`src/rtl/bl_pwm_pkg.sv`:
```
`timescale 1ns/1ps
package bl_pwm_pkg;
  localparam int unsigned BYTE_W  = 8;
  localparam int unsigned PRE_W   = 8;
  localparam int unsigned SCL_W   = 16;
  localparam int unsigned NPIN    = 4;
  localparam int unsigned PWM_PIN = 3;
  localparam int unsigned SEL_W   = 2;
  localparam int unsigned MUX_W   = SEL_W * NPIN;

  localparam logic [BYTE_W-1:0] ADR_PRE    = 8'hA0;
  localparam logic [BYTE_W-1:0] ADR_SCL_LO = 8'hA1;
  localparam logic [BYTE_W-1:0] ADR_SCL_HI = 8'hA2;
  localparam logic [BYTE_W-1:0] ADR_LVL_LO = 8'hA3;
  localparam logic [BYTE_W-1:0] ADR_LVL_HI = 8'hA4;
  localparam logic [BYTE_W-1:0] ADR_CTRL   = 8'hA5;
  localparam logic [BYTE_W-1:0] ADR_PINSEL = 8'h16;

  localparam int unsigned CTRL_INV_BIT = 0;
  localparam int unsigned CTRL_EN_BIT  = 1;

  typedef enum logic [SEL_W-1:0] {
    SEL_GPIO0 = 2'b00,
    SEL_GPIO1 = 2'b01,
    SEL_PWM   = 2'b10,
    SEL_GPIO3 = 2'b11
  } pin_sel_e;

  typedef struct packed {
    logic [PRE_W-1:0] pre;
    logic [SCL_W-1:0] scl;
    logic [SCL_W-1:0] lvl;
  } pwm_cfg_t;
endpackage

```
`src/rtl/bl_pwm_regs.sv`:
```
`timescale 1ns/1ps
module bl_pwm_regs
  import bl_pwm_pkg::*;
(
  input  logic              clk,
  input  logic              rst_n,
  input  logic              we,
  input  logic [BYTE_W-1:0] addr,
  input  logic [BYTE_W-1:0] wdata,
  output logic [BYTE_W-1:0] rdata,
  output pwm_cfg_t          cfg,
  output logic              en,
  output logic              inv,
  output logic [SEL_W-1:0]  pwm_pin_sel
);
  logic [PRE_W-1:0] pre_q;
  logic [SCL_W-1:0] scl_q, lvl_q;
  logic             en_q, inv_q;
  logic [MUX_W-1:0] sel_q;

  // write decode: one clock enable per byte register
  logic ld_pre, ld_scl_lo, ld_scl_hi, ld_lvl_lo, ld_lvl_hi, ld_ctrl, ld_sel;

  always_comb begin
    ld_pre    = we && (addr == ADR_PRE);
    ld_scl_lo = we && (addr == ADR_SCL_LO);
    ld_scl_hi = we && (addr == ADR_SCL_HI);
    ld_lvl_lo = we && (addr == ADR_LVL_LO);
    ld_lvl_hi = we && (addr == ADR_LVL_HI);
    ld_ctrl   = we && (addr == ADR_CTRL);
    ld_sel    = we && (addr == ADR_PINSEL);
  end

  always_ff @(posedge clk or negedge rst_n) begin
    if (!rst_n) begin
      pre_q <= '0;
      scl_q <= '0;
      lvl_q <= '0;
      en_q  <= 1'b0;
      inv_q <= 1'b0;
      sel_q <= '0;
    end else begin
      if (ld_pre)    pre_q              <= wdata;
      if (ld_scl_lo) scl_q[7:0]         <= wdata;
      if (ld_scl_hi) scl_q[SCL_W-1:8]   <= wdata;
      if (ld_lvl_lo) lvl_q[7:0]         <= wdata;
      if (ld_lvl_hi) lvl_q[SCL_W-1:8]   <= wdata;
      if (ld_ctrl) begin
        en_q  <= wdata[CTRL_EN_BIT];
        inv_q <= wdata[CTRL_INV_BIT];
      end
      if (ld_sel)    sel_q              <= wdata;
    end
  end

  always_comb begin
    rdata = '0;
    case (addr)
      ADR_PRE:    rdata = pre_q;
      ADR_SCL_LO: rdata = scl_q[7:0];
      ADR_SCL_HI: rdata = scl_q[SCL_W-1:8];
      ADR_LVL_LO: rdata = lvl_q[7:0];
      ADR_LVL_HI: rdata = lvl_q[SCL_W-1:8];
      ADR_CTRL: begin
        rdata[CTRL_EN_BIT]  = en_q;
        rdata[CTRL_INV_BIT] = inv_q;
      end
      ADR_PINSEL: rdata = sel_q;
      default:    rdata = '0;
    endcase
  end

  assign cfg         = '{pre: pre_q, scl: scl_q, lvl: lvl_q};
  assign en          = en_q;
  assign inv         = inv_q;
  assign pwm_pin_sel = sel_q[SEL_W*PWM_PIN +: SEL_W];

  // reserved control bits never read back as one
  p_ctrl_rsvd_zero_r8: assert property (@(posedge clk) disable iff (!rst_n)
    (addr == ADR_CTRL) |-> (rdata[BYTE_W-1:2] == '0));

  // a write to an unmapped address leaves the period settings unchanged
  p_unmapped_write_r10: assert property (@(posedge clk) disable iff (!rst_n)
    (we && addr != ADR_PRE && addr != ADR_SCL_LO && addr != ADR_SCL_HI &&
     addr != ADR_LVL_LO && addr != ADR_LVL_HI && addr != ADR_CTRL &&
     addr != ADR_PINSEL) |=> ($stable(cfg) && $stable(en) && $stable(inv)));
endmodule

```
`src/rtl/bl_pwm_core.sv`:
```
`timescale 1ns/1ps
module bl_pwm_core
  import bl_pwm_pkg::*;
(
  input  logic     clk,
  input  logic     rst_n,
  input  pwm_cfg_t cfg,
  input  logic     en,
  output logic     pwm_raw
);
  pwm_cfg_t         act_q, act_d;
  logic [PRE_W-1:0] pre_cnt_q, pre_cnt_d;
  logic [SCL_W-1:0] unit_cnt_q, unit_cnt_d;
  logic [PRE_W-1:0] eff_pre;
  logic             pre_last, period_end, load_act;

  always_comb begin
    eff_pre    = (act_q.pre == '0) ? PRE_W'(1) : act_q.pre;
    pre_last   = (pre_cnt_q == eff_pre - PRE_W'(1));
    // the last unit of a period is a single extra reference cycle
    period_end = (unit_cnt_q == act_q.scl);
    load_act   = !en || period_end;
    act_d      = load_act ? cfg : act_q;
  end

  always_comb begin
    pre_cnt_d  = pre_cnt_q;
    unit_cnt_d = unit_cnt_q;
    if (!en || period_end) begin
      pre_cnt_d  = '0;
      unit_cnt_d = '0;
    end else if (pre_last) begin
      pre_cnt_d  = '0;
      unit_cnt_d = unit_cnt_q + SCL_W'(1);
    end else begin
      pre_cnt_d  = pre_cnt_q + PRE_W'(1);
    end
  end

  always_ff @(posedge clk or negedge rst_n) begin
    if (!rst_n) begin
      act_q      <= '0;
      pre_cnt_q  <= '0;
      unit_cnt_q <= '0;
    end else begin
      if (load_act) act_q <= act_d;
      pre_cnt_q  <= pre_cnt_d;
      unit_cnt_q <= unit_cnt_d;
    end
  end

  assign pwm_raw = en && (unit_cnt_q < act_q.lvl);

  // prescale counter stays within one effective prescale unit
  p_pre_range_r2: assert property (@(posedge clk) disable iff (!rst_n)
    en |-> (pre_cnt_q < eff_pre));

  // the unit counter never passes the active scale value
  p_unit_range_r2: assert property (@(posedge clk) disable iff (!rst_n)
    en |-> (unit_cnt_q <= act_q.scl));

  // the active settings only move at a period end or while disabled
  p_shadow_hold_r6: assert property (@(posedge clk) disable iff (!rst_n)
    (en && !period_end) |=> $stable(act_q));

  // a disabled generator holds its counters at the start
  p_disabled_hold_r8: assert property (@(posedge clk) disable iff (!rst_n)
    !en |=> (pre_cnt_q == '0 && unit_cnt_q == '0));

  // level zero never produces an active cycle
  p_level_zero_r4: assert property (@(posedge clk) disable iff (!rst_n)
    (act_q.lvl == '0) |-> !pwm_raw);

  // a level above the scale is active throughout an enabled period
  p_level_full_r4: assert property (@(posedge clk) disable iff (!rst_n)
    (en && act_q.lvl > act_q.scl) |-> pwm_raw);
endmodule

```
`src/rtl/bl_pwm_pinmux.sv`:
```
`timescale 1ns/1ps
module bl_pwm_pinmux
  import bl_pwm_pkg::*;
(
  input  logic             clk,
  input  logic             rst_n,
  input  logic [NPIN-1:0]  gpio_in,
  input  logic [SEL_W-1:0] pwm_pin_sel,
  input  logic             pwm_wave,
  output logic [NPIN-1:0]  pin_out
);
  logic use_pwm;
  assign use_pwm = (pin_sel_e'(pwm_pin_sel) == SEL_PWM);

  for (genvar i = 0; i < NPIN; i++) begin : g_pin
    if (i == PWM_PIN) begin : g_shared
      assign pin_out[i] = use_pwm ? pwm_wave : gpio_in[i];
    end else begin : g_plain
      assign pin_out[i] = gpio_in[i];
    end
  end

  // without the special selector the shared pin carries its GPIO value
  p_shared_pin_gpio_r9: assert property (@(posedge clk) disable iff (!rst_n)
    !use_pwm |-> (pin_out[PWM_PIN] == gpio_in[PWM_PIN]));
endmodule

```
`src/rtl/bl_pwm_top.sv`:
```
`timescale 1ns/1ps
module bl_pwm_top
  import bl_pwm_pkg::*;
(
  input  logic              clk,
  input  logic              rst_n,
  input  logic              reg_we,
  input  logic [BYTE_W-1:0] reg_addr,
  input  logic [BYTE_W-1:0] reg_wdata,
  output logic [BYTE_W-1:0] reg_rdata,
  input  logic [NPIN-1:0]   gpio_in,
  output logic [NPIN-1:0]   pin_out
);
  pwm_cfg_t         cfg;
  logic             en, inv, pwm_raw, pwm_wave;
  logic [SEL_W-1:0] pwm_pin_sel;

  bl_pwm_regs u_regs (
    .clk(clk), .rst_n(rst_n), .we(reg_we), .addr(reg_addr),
    .wdata(reg_wdata), .rdata(reg_rdata), .cfg(cfg), .en(en),
    .inv(inv), .pwm_pin_sel(pwm_pin_sel)
  );

  bl_pwm_core u_core (
    .clk(clk), .rst_n(rst_n), .cfg(cfg), .en(en), .pwm_raw(pwm_raw)
  );

  assign pwm_wave = pwm_raw ^ inv;

  bl_pwm_pinmux u_pinmux (
    .clk(clk), .rst_n(rst_n), .gpio_in(gpio_in), .pwm_pin_sel(pwm_pin_sel),
    .pwm_wave(pwm_wave), .pin_out(pin_out)
  );

  // a disabled generator drives the invert level onto the waveform
  p_disabled_level_r8: assert property (@(posedge clk) disable iff (!rst_n)
    !en |-> (pwm_wave == inv));
endmodule

```
`config.mk`:
```
export PLATFORM = sky130hd
export DESIGN_NAME = bl_pwm_top
export DESIGN_NICKNAME = d
export VERILOG_FILES = /design/src/rtl/bl_pwm_pkg.sv /design/src/rtl/bl_pwm_regs.sv /design/src/rtl/bl_pwm_core.sv /design/src/rtl/bl_pwm_pinmux.sv /design/src/rtl/bl_pwm_top.sv
export SDC_FILE = /design/constraint.sdc
export NUM_CORES = 1
export LEC_CHECK = 0
export ABC_AREA = 1
export CORE_AREA = 2 2 116 118
export DETAILED_ROUTE_END_ITERATION = 12
export DIE_AREA = 0 0 118 120
export PLACE_DENSITY = 0.78
export SYNTH_ARGS = -nofsm -noshare
export SYNTH_HDL_FRONTEND = slang
export SYNTH_SLANG_ARGS = --single-unit
export TNS_END_PERCENT = 30
```
`constraint.sdc`:
```
create_clock -name clk -period 5.95 [get_ports clk]
set_clock_uncertainty 0.1 [all_clocks]
set_input_delay 1.19 -clock clk [delete_from_list [all_inputs] [get_ports clk]]
set_output_delay 1.19 -clock clk [all_outputs]
set_load 0.02 [all_outputs]
```
[After elaboration in Yosys (flattened, before gate mapping)]
Index checks and enable logic that the tools add are counted.
W data, S select, Z words.
Storage, ports and cells
  register bits: 114
  output and inout bits: 12
  logic and storage cells: 48
Cells by class
  add/subtract/negate cells: 3
  magnitude comparators: 1
  equal/unequal tests: 10
  muxes and demuxes: 8
  bitwise logic cells: 1
  reductions and logical operators: 12
Operators with widths (count)
  $eq A8 B8 Y1 const B: 6
  $pmux W6 S6: 1
  $mux W16: 2
  $mux W8: 3
  $add A16 B1 Y16 const B: 1
  $eq A16 B16 Y1: 1
  $lt A16 B16 Y1: 1
  $pmux W2 S7: 1
  $add A8 B1 Y8 const B: 1
  $eq A8 B5 Y1 const B: 1
  $eq A8 B8 Y1: 1
  $logic_and A1 B1 Y1: 8
  $logic_not A8 Y1: 1
  $sub A8 B1 Y8 const B: 1
  $eq A2 B2 Y1 const B: 1
  $reduce_bool A2 Y1: 1
  $logic_not A1 Y1: 1
  $logic_or A1 B1 Y1: 1
  $mux W1: 1
  $xor A1 B1 Y1: 1

[Longest topological paths before layout]
Gate-level depths: netlist of run 1.
  depth in word-level cells: 6
  mapped depth: 19

[By module]
From an unflattened synthesis of run 1, not the netlist that was laid out.
Second synthesis, totals
  cell total of the unflattened synthesis: 878
  area total of the unflattened synthesis: 6870.3 sq um
By module, submodules not included
  bl_pwm_core: instances 1, cells each 512, area an instance 3998.8 sq um, sequential area each 1601.5 sq um
  bl_pwm_regs: instances 1, cells each 353, area an instance 2810.2 sq um, sequential area each 1251.2 sq um
  bl_pwm_pinmux: instances 1, cells each 8, area an instance 42.5 sq um, sequential area each 0.0 sq um
  bl_pwm_top: instances 1, cells each 5, area an instance 18.8 sq um, sequential area each 0.0 sq um

[Worst setup path before layout of run 1]
OpenSTA, ideal clock, no wires.
  path kind: input -> output
  start point: input port reg_addr[3]
  end point: output port reg_rdata[1]
  data arrival time: 2.219 ns
  required time: 4.660 ns
  slack: 2.441 ns
  cell stages on the path: 7
  buffers on the path: 0
  cells stage by stage: nor2_2 -> inv_1 -> nor3_4 -> nand2_1 -> o21ai_0 -> nor2_1 -> o2111ai_1
On the way
  word-level cells in the longest chain between the ends: 2
  elaborated cells between the ends (all ways): 8
  those cells by class: 7 x eq/ne; 1 x mux
RTL lines
  start, declared: RTL line bl_pwm_top.sv:8  | input logic [BYTE_W-1:0] reg_addr,
  $eq A8 B5 Y1 / $eq A8 B8 Y1 (equally long branches): RTL line bl_pwm_regs.sv:58  | case (addr)
  $pmux W2 S7 (*): RTL line bl_pwm_regs.sv:58
  end, declared: RTL line bl_pwm_top.sv:10  | output logic [BYTE_W-1:0] reg_rdata,
Every way passes the cells marked *; elsewhere a longest branch is shown, timed or not.

[Final worst setup path of run 1]
  start point: input port reg_addr[1]
  end point: output port reg_rdata[2]
On the way
  word-level cells in the longest chain between the ends: 2
  elaborated cells between the ends (all ways): 7
  those cells by class: 6 x eq/ne; 1 x mux
RTL lines (RTL line)
  $eq A8 B5 Y1 / $eq A8 B8 Y1 (equally long branches): bl_pwm_regs.sv:58
  $pmux W6 S6 (*): bl_pwm_regs.sv:58
Marks and branches as above.

==> summary.md, run 1 <==
| Metric | Value |
|---|---|
| CTS root buffer | `clkbuf_16` |
| Peak supply drop | `0.0002148 V` |
| CTS H-tree lvls | `4` |
| Worst EP arrival | `3.51 ns` |
| Placed insts | `963` |
| Largest stage delay, worst path | `0.65 ns` |
| Mapped cell area | `0.006352 mm^2` |
| Final nets | `847` |
| First-pass GRT wire length | `24920 um` |
| Clock Tree Buf Depth | `2` |
| Syn_nets | `826` |
| Vias in the first global route | `4897` |
| ANT cells | `0` |
| DRT Wirelength | `15040 um` |
| Outcome | `complete, no violations` |
| DRT antenna net count | `0` |
| Critical-path maximum fanout | `9` |
| Post-synth ARST share | `1.000` |
| Fin area | `0.007276 mm^2` |
| Area taken by multi-input logic gates | `0.002844 mm^2` |
| Critical-path top delay cell | `clkdlybuf4s50_1` |
| DP Area | `0.006673 mm^2` |
| Initial cell density of the core | `0.4894` |
| CTS Buf Count | `17` |
| Hold Crit Class | `reg -> reg` |
| Post-synthesis average cell area | `8.092 um^2` |
| Area growth syn-to-layout | `14.54%` |
| Placer congestion estimate | `1.004` |
| Core area | `0.01298 mm^2` |
| Relative slew slack | `0.3936` |
| Hold Buf Count CTS | `0` |
| R2R Setup Slk | `3.00 ns` |
| Global route overflow | `0` |
| Tightest Pin Transition | `0.9096 ns` |
| Netlist cell types | `37` |
| I/O pins | `35` |
| First-iteration detailed-routing DRC count | `369` |
| Global Route Usage Sum | `0.2269` |
| Initial antenna violation count | `0` |
| Predominant post-synthesis flop cell | `dfrtp_1` |
| Worst-path cell chain | `clkdlybuf4s50_1 > nand2_1 > nor3_1 > nand2_1 > o22ai_1 > nor2_1 > o221ai_1 > clkdlybuf4s50_1` |
| Clock sinks | `114` |
| Unrepaired setup endpoints after global routing | `no` |
| Achievable frequency | `0.2085 GHz` |
| Setup Fix Bufs, Post-CTS | `0` |
| Max-cap violation count | `0` |
| Post-CTS sizing | `0` |
| Die width | `118 um` |
| Worst Setup Start Kind | `input pin` |
| Fillers | `1158` |
| Pin count of the biggest net entering global routing | `75` |
| Die Span Y | `120 um` |
| Hpwl dp | `10500 um` |
| Yosys warns | `0` |
| Post-synthesis sequential area ratio | `0.4491` |
| Layout cells sized above 1 | `0.1111` |
| Pwr/cell area | `293.8 mW/mm^2` |
| Reg clk slew, reported paths | `0.05 ns` |
| Setup Viol. Count Final | `0` |
| CP Class | `in -> out` |
| Via count | `5182` |
| Vias/cell | `5.208` |
| Flops & latches, synth | `114` |
| Die area | `0.01416 mm^2` |
| Fin cells | `995` |
| Clk_lat worst skew | `0.42 ns` |
| Hold Fails Final Rpt | `0` |
| Bufs and invs on worst path | `2` |
| Final hold slack | `0.3796 ns` |
| Sequential Area | `0.002853 mm^2` |
| Pleak | `3.488 nW` |
| Post-synth EDFFs | `0` |
| Final worst path period share | `0.8059` |
| Pins over their slew limit | `0` |
| Top Family by Delay on Critical Path | `buffers and inverters` |
| PortBufs | `28` |
| Syn Inst Count | `785` |
| DR WL/cell | `15.11 um` |
| CP endpoint kind | `primary output` |
| Drt first pass iters | `5` |
| DRC Markers | `0` |
| Minimum clock period | `4.795 ns` |
| Cell row count | `42` |
| Clock tree from TritonCTS | `yes` |
| WP data required | `4.66 ns` |
| TNS Setup | `0 ns` |
cells by family (layout without fill, tap and decap cells):
kind of cell | after synthesis | after routing | synth area share
flops | 114 | 114 | 0.4491
buf+inv | 151 | 185 | 0.1040
compound gates | 124 | 124 | 0.1138
xor+xnor | 34 | 34 | 0.04688
fa+ha+maj | 18 | 18 | 0.03545
simple gates | 344 | 344 | 0.2507
worst paths after layout:
path | depth (start not counted) | startpoint | endpoint
max | 8 | reg_addr[1] | reg_rdata[2]
min | 2 | u_regs.lvl_q[3] | u_regs.lvl_q[3]
max reg2reg | 11 | u_core.unit_cnt_q[9] | u_core.pre_cnt_q[7]
min reg2reg | 2 | u_regs.lvl_q[3] | u_regs.lvl_q[3]
max in group asynchronous | 2 | rst_n | u_core.pre_cnt_q[5]
min in group asynchronous | 1 | rst_n | u_regs.lvl_q[12]
cell type report:
class	count	area share
timing repair buffer	30	0.04024
tap	176	0.03027
clock inverter	12	0.02150
clock buffer	20	0.06139
multi-input combinational	520	0.3909
sequential	114	0.3921
inverter	123	0.06363
flip-flops by register name (all words and copies together) (netlist names):
register	flops
u_core.unit_cnt_q	16
u_regs.pre_q	8
u_regs.scl_q	16
u_regs.inv	1
u_regs.lvl_q	16
u_regs.sel_q	8
u_core.act_q	40
u_core.pre_cnt_q	8
u_regs.en	1
tightest hold or removal path: cells and delay by family, from the launching register on:
family	cells	cell delay (ns)
DFF	1	0.34
AOI/OAI and AO/OA	1	0.05
and+or+nand+nor	1	0.06
power breakdown:
| group | internal (mW) | switching, mW | total, mW |
|---|---|---|---|
| clock | 0.670 | 0.363 | 1.03 |
| combinational | 0.0801 | 0.192 | 0.272 |
| sequential | 0.810 | 0.0231 | 0.833 |
layer usage:
metal | vias up | GRT usage | wire length (um)
met5 | - | 0 | 0
met4 | 0 | 0.1370 | 751
met3 | 56 | 0.04468 | 687
met2 | 152 | 0.3659 | 7089
met1 | 2413 | 0.2830 | 6508
li1 | 2561 | - | -
Yosys cell counts (3+ instances only):
| master | n | area [um^2] |
|---|---|---|
| inv_2 | 7 | 26.28 |
| o21ai_0 | 65 | 325.3 |
| inv_1 | 115 | 431.7 |
| nand3_1 | 31 | 155.2 |
| nand4_1 | 22 | 137.6 |
| nor2_2 | 5 | 31.28 |
| dfrtp_1 | 114 | 2853 |
| nor3_1 | 10 | 50.05 |
| ha_1 | 18 | 225.2 |
| nor2_1 | 48 | 180.2 |
| nand2_1 | 196 | 735.7 |
| buf_4 | 7 | 52.55 |
| nand2_2 | 8 | 50.05 |
| nand3_2 | 12 | 120.1 |
| buf_6 | 7 | 78.83 |
| buf_2 | 11 | 55.05 |
| xor2_1 | 20 | 175.2 |
| a21oi_1 | 12 | 60.06 |
| clkbuf_1 | 3 | 11.26 |
| o21ai_2 | 16 | 140.1 |
| o221ai_1 | 6 | 52.55 |
| o22ai_1 | 9 | 56.30 |
| o21ai_1 | 13 | 65.06 |
| xnor2_1 | 14 | 122.6 |
| nor2_4 | 4 | 45.04 |
layout by cell type, fill, tap and decap left out, types with 4 or more instances in the layout:
cell type and instances:
nand2_1 196, inv_1 115, dfrtp_1 114, o21ai_0 65
nor2_1 48, nand3_1 31, clkdlybuf4s50_1 27, nand4_1 22
xor2_1 20, ha_1 18, clkbuf_16 17, o21ai_2 16
xnor2_1 14, o21ai_1 13, nand3_2 12, a21oi_1 12
nor3_1 10, o22ai_1 9, nand2_2 8, inv_2 7
o221ai_1 6, nor2_4 5, clkinv_2 4, nor2_2 4
stage by stage:
| stage | utilization | power, mW | setup slack (ns) |
|---|---|---|---|
| after global routing | 0.5605 | 2.217 | 1.020 |
| after global placement | 0.5141 | 1.107 | 1.225 |
| final | 0.5605 | 2.138 | 1.155 |
| after CTS | 0.5605 | 2.155 | 1.179 |
| after detailed placement | 0.5141 | 1.113 | 1.193 |
| after floorplan | - | 1.042 | 2.441 |
Note: power is estimated with default switching activity, not from simulation.
==> run 2: changes to the inputs <==
==> constraint.sdc (replaced) <==
create_clock -name clk -period 5 [get_ports clk]
set_clock_uncertainty 0.1 [all_clocks]
set_input_delay 1 -clock clk [delete_from_list [all_inputs] [get_ports clk]]
set_output_delay 1 -clock clk [all_outputs]
set_load 0.02 [all_outputs]
==> run 2 against run 1 <==
  * Utilization rose by 0.058 points
  * Flip-flop and latch count unchanged
  * Clock-buffer cell count decreased by 3
  * Highest routed layer unchanged
==> summary.md, run 2 (synthesis gave the netlist of run 1 again) <==
| Metric | Value |
|---|---|
| Outcome | `complete, no violations` |
| Peak supply drop | `0.0002472 V` |
| Setup WS pre-CTS | `0.6424 ns` |
| Setup Fix Bufs, Post-CTS | `0` |
| CP endpoint kind | `primary output` |
| Hold Crit Class | `reg -> reg` |
| Worst Setup Start Kind | `input pin` |
| Reg clk slew, reported paths | `0.06 ns` |
| Die width | `118 um` |
| Worst setup margin | `0.5976 ns` |
| Global Route Usage Sum | `0.2321` |
| Hold Buf Count CTS | `0` |
| DR WL/cell | `15.24 um` |
| CTS Buf Count | `17` |
| Layout cells sized above 1 | `0.1157` |
| Pleak | `3.492 nW` |
| Clock Tree Buf Depth | `2` |
| Relative slew slack | `0.3863` |
| Hold Fails Final Rpt | `0` |
| M2 GR Usage | `0.3746` |
| Pins over their slew limit | `0` |
| Setup Viol. Count Final | `0` |
| Vias in the first global route | `5163` |
| GR Util met1 | `0.2904` |
| ANT cells | `0` |
| Pin count of the biggest net entering global routing | `70` |
| Die area | `0.01416 mm^2` |
| Clock sinks | `114` |
| I/O pins | `35` |
| Global route overflow | `0` |
| Area growth syn-to-layout | `14.65%` |
| Commonest cells after routing, fill and taps aside | `196 x nand2_1, 115 x inv_1, 114 x dfrtp_1` |
| DRC Markers | `0` |
| Cell row count | `42` |
| Drt first pass iters | `6` |
| First-pass GRT wire length | `25700 um` |
| CTS root buffer | `clkbuf_16` |
| Die Span Y | `120 um` |
| Post-CTS sizing | `0` |
| DRT Wirelength | `15200 um` |
| Unrepaired setup endpoints after global routing | `no` |
| Pwr/cell area | `349.8 mW/mm^2` |
| First-iteration detailed-routing DRC count | `366` |
| Via count | `5283` |
| Reg with most FFs | `u_core.act_q` |
| Max-cap violation count | `0` |
| Final worst path period share | `0.8805` |
| Vias/cell | `5.299` |
| DRT antenna net count | `0` |
| Tightest Pin Transition | `0.9184 ns` |
| Clk_lat worst skew | `0.42 ns` |
| Commonest non-fill, non-tap cell in the layout | `nand2_1` |
| Hpwl dp | `10820 um` |
| Clock tree from TritonCTS | `yes` |
| Final nets | `849` |
| Critical-path maximum fanout | `9` |
| PortBufs | `28` |
| TNS Setup | `0 ns` |
| Initial cell density of the core | `0.4894` |
| Placer congestion estimate | `0.9941` |
| Achievable frequency | `0.2271 GHz` |
| WP data required | `3.90 ns` |
| Met3 usage | `0.04895` |
| CTS H-tree lvls | `4` |
| CP Class | `in -> out` |
| Minimum clock period | `4.402 ns` |
| Worst EP arrival | `3.30 ns` |
| Top Usage Layer GRT | `met2` |
| Core area | `0.01298 mm^2` |
| Largest register FFs | `40` |
| Initial antenna violation count | `0` |
-- run 2: changes by cell type in the layout (fill, tap and decap cells not counted) --
cell        delta
buf_4          +2
clkinv_2       -2
bufinv_16      -1
clkbuf_1       -2
clkinvlp_4     +1
clkinv_4       -2
inv_8          +1
clkbuf_8       -1
inv_6          +6
-- run 2: worst paths after layout --
check	from	to	slack [ns]	depth (start not counted)
max	reg_addr[2]	reg_rdata[1]	0.60	9
min reg2reg	u_regs.lvl_q[2]	u_regs.lvl_q[2]	0.38	2
max reg2reg	u_core.act_q[34]	u_core.pre_cnt_q[4]	2.13	15
max in group asynchronous	rst_n	u_core.pre_cnt_q[5]	3.33	2
min	u_regs.lvl_q[2]	u_regs.lvl_q[2]	0.38	2
min in group asynchronous	rst_n	u_regs.sel_q[4]	0.59	1
-- run 2: where the power goes --
part | internal [mW] | switching, mW | total [mW]
sequential | 0.963 | 0.0278 | 0.991
combinational | 0.0965 | 0.227 | 0.324
clock | 0.748 | 0.484 | 1.23
total | 1.81 | 0.739 | 2.55
-- run 2: metrics by stage --
step	util	hold WS (ns)	instances	power, mW	area [um^2]
5_1_grt	0.5611	0.3977	997	2.649	7283
6_report	0.5611	0.3821	997	2.547	7283
4_1_cts	0.5611	0.3825	997	2.553	7283
3_3_place_gp	0.5152	0.3628	965	1.320	6688
2_1_floorplan	-	0.3530	785	1.240	6352
3_5_place_dp	0.5152	0.3683	965	1.328	6688
-- run 2: worst max-delay path, stage by stage --
cell and delay, ns:
clkdlybuf4s50_1 0.46, nor2_2 0.26, inv_1 0.15, nor3_4 0.37, nand2_1 0.08, o21ai_0 0.09, nor2_1 0.08, o2111ai_1 0.13
clkdlybuf4s50_1 0.67
-- run 2: final cells by class --
type,count,area [um^2]
clock inverter,15,170.2
inverter,123,462.9
fill,1161,5697
multi-input combinational,520,2844
timing repair buffer,32,307.8
sequential,114,2853
clock buffer,17,425.4
tap,176,220.2
-- run 2: routing by layer --
metal  share of wire  vias up
met5               0        -
met4           0.051        0
met3           0.052       50
met2            0.47      171
met1            0.42     2502
li1                -     2560
==> run 3: changes to the inputs <==
==> constraint.sdc (replaced) <==
create_clock -name clk -period 5.42 [get_ports clk]
set_clock_uncertainty 0.1 [all_clocks]
set_input_delay 1.084 -clock clk [delete_from_list [all_inputs] [get_ports clk]]
set_output_delay 1.084 -clock clk [all_outputs]
set_load 0.02 [all_outputs]
==> run 3 against run 2 <==
  * Total power down 9.2%
  * Sequential share of layout area up 0.074 points
  * Critical endpoint is now reg_rdata[7]
  * Critical path type unchanged
  * Cell count down 0.10%
  * Setup slack better by 0.26 ns
  * Largest power group unchanged
  * Die area unchanged
  * Largest cell class unchanged
  * Global-route usage down 0.20 points
  * First-iteration DRC count up 13%
  * Via count down 1.3%
  * Wire length down 1.0%
==> summary.md, run 3 (synthesis gave the netlist of run 1 again) <==
| Metric | Value |
|---|---|
| Outcome | `complete, no violations` |
| Tightest Pin Transition | `0.9291 ns` |
| Drt first pass iters | `5` |
| Clk_lat worst skew | `0.42 ns` |
| I/O pins | `35` |
| Commonest cells after routing, fill and taps aside | `196 x nand2_1, 115 x inv_1, 114 x dfrtp_1` |
| Clock tree from TritonCTS | `yes` |
| CP Capture Point | `reg_rdata[7]` |
| Die width | `118 um` |
| CP Class | `in -> out` |
| Vias/cell | `5.235` |
| Fillers | `1186` |
| Fin area | `0.007269 mm^2` |
| Placer congestion estimate | `0.9985` |
| Reg-to-reg critical path startpoint | `u_core.act_q[34]` |
| Max-cap violation count | `0` |
| Relative slew slack | `0.3806` |
| Util after Layout | `0.5601` |
| R2R Setup Slk | `2.56 ns` |
| Setup WS pre-CTS | `0.9029 ns` |
| Clock Tree Buf Depth | `2` |
| Critical-path maximum fanout | `9` |
| Layout cells sized above 1 | `0.1146` |
| Overall power | `2.314 mW` |
| Pins over their slew limit | `0` |
| Global Route Usage Sum | `0.2301` |
| DRT Wirelength | `15040 um` |
| Setup Viol. Count Final | `0` |
| CP endpoint kind | `primary output` |
| Area growth syn-to-layout | `14.44%` |
| Peak supply drop | `0.0002048 V` |
| Unrepaired setup endpoints after global routing | `no` |
| Cell row count | `42` |
| Fin cells | `996` |
| Die Span Y | `120 um` |
| DRT antenna net count | `0` |
| WHS Path Cells | `2` |
| Placed insts | `964` |
| Vias in the first global route | `4944` |
| Worst-path cell chain | `clkdlybuf4s50_1 > nand2_1 > nor3_1 > nand2_1 > o22ai_1 > nor2_1 > o221ai_1 > clkdlybuf4s50_1` |
| Minimum clock period | `4.559 ns` |
| Reg with most FFs | `u_core.act_q` |
| Initial cell density of the core | `0.4894` |
| Worst setup margin | `0.8608 ns` |
| Final worst path period share | `0.8412` |
| PortBufs | `28` |
| First-iteration detailed-routing DRC count | `415` |
| Pin count of the biggest net entering global routing | `75` |
| Commonest non-fill, non-tap cell in the layout | `nand2_1` |
| Final hold slack | `0.3804 ns` |
| Worst Setup Start Kind | `input pin` |
| DRC Markers | `0` |
| Critical path origin | `reg_addr[1]` |
| Clock sinks | `114` |
| RR Endpoint | `u_core.pre_cnt_q[5]` |
| Global route overflow | `0` |
| Setup Fix Bufs, Post-CTS | `0` |
| CTS root buffer | `clkbuf_16` |
| CTS H-tree lvls | `4` |
| Initial antenna violation count | `0` |
| WP data required | `4.24 ns` |
| Critical-path top delay cell | `clkdlybuf4s50_1` |
| Core area | `0.01298 mm^2` |
| ANT cells | `0` |
| Pleak | `3.479 nW` |
| Hold Fails Final Rpt | `0` |
| First-pass GRT wire length | `25160 um` |
| Reg clk slew, reported paths | `0.06 ns` |
| Final nets | `848` |
| Worst EP arrival | `3.38 ns` |
| Hold Buf Count CTS | `0` |
| DR WL/cell | `15.10 um` |
| Pwr/cell area | `318.3 mW/mm^2` |
| Via count | `5214` |
| Hold Crit Class | `reg -> reg` |
| Post-CTS sizing | `0` |
| CTS Buf Count | `17` |
| Worst-case reg-to-reg path depth | `17` |
| Achievable frequency | `0.2193 GHz` |
| Die area | `0.01416 mm^2` |
| Largest stage delay, worst path | `0.66 ns` |
| Hpwl dp | `10620 um` |
| DP Area | `0.006680 mm^2` |
| TNS Setup | `0 ns` |
| Largest register FFs | `40` |
## run 3: changes by cell type in the layout (fill, tap and decap cells not counted), sizes merged
cell | previous run | this run
clkbuf | 17 | 19
clkinv | 3 | 8
inv | 131 | 122
buf | 5 | 4
clkinvlp | 2 | 4
## run 3: where the power goes
group | switching (mW) | total [mW] | internal (mW) | leakage, nW
registers | 0.0255 | 0.915 | 0.889 | 1.54
logic | 0.208 | 0.297 | 0.0882 | 1.66
clock network | 0.406 | 1.10 | 0.697 | 0.281
total | 0.640 | 2.31 | 1.67 | 3.48
## run 3: cell type report
class / count / area (um^2) / share of cell area
timing repair buffer: 31 / 300.3 / 0.04131
inverter: 123 / 462.9 / 0.06368
sequential: 114 / 2853 / 0.3924
clock buffer: 19 / 452.9 / 0.06231
tap: 176 / 220.2 / 0.03029
multi-input combinational: 520 / 2844 / 0.3912
clock inverter: 13 / 136.4 / 0.01876
## run 3: how the worst min path moves through the flow
stage	from	endpoint	slack, ns
floorplan	u_core.act_q[10]	u_core.act_q[10]	0.35
global placement	u_regs.lvl_q[0]	u_regs.lvl_q[0]	0.36
detailed placement	u_regs.lvl_q[0]	u_regs.lvl_q[0]	0.37
CTS	u_regs.lvl_q[0]	u_regs.lvl_q[0]	0.38
global route	u_regs.lvl_q[4]	u_regs.lvl_q[4]	0.39
finish	u_regs.lvl_q[4]	u_regs.lvl_q[4]	0.38
## run 3: worst max-delay path: cells and delay by family
family                 cells  cell delay, ns
AND/OR/NAND/NOR            4            0.65
buffers and inverters      2            1.28
AO/OA/AOI/OAI              2            0.35
## run 3: routing by layer
| metal | up-vias | GRT usage | part of all wire | routed length, um |
|---|---|---|---|---|
| met2 | 157 | 0.3634 | 0.48 | 7160 |
| li1 | 2560 | - | - | - |
| met3 | 40 | 0.05038 | 0.056 | 838 |
| met5 | - | 0 | 0 | 0 |
| met4 | 0 | 0.1197 | 0.039 | 589 |
| met1 | 2457 | 0.2985 | 0.43 | 6453 |
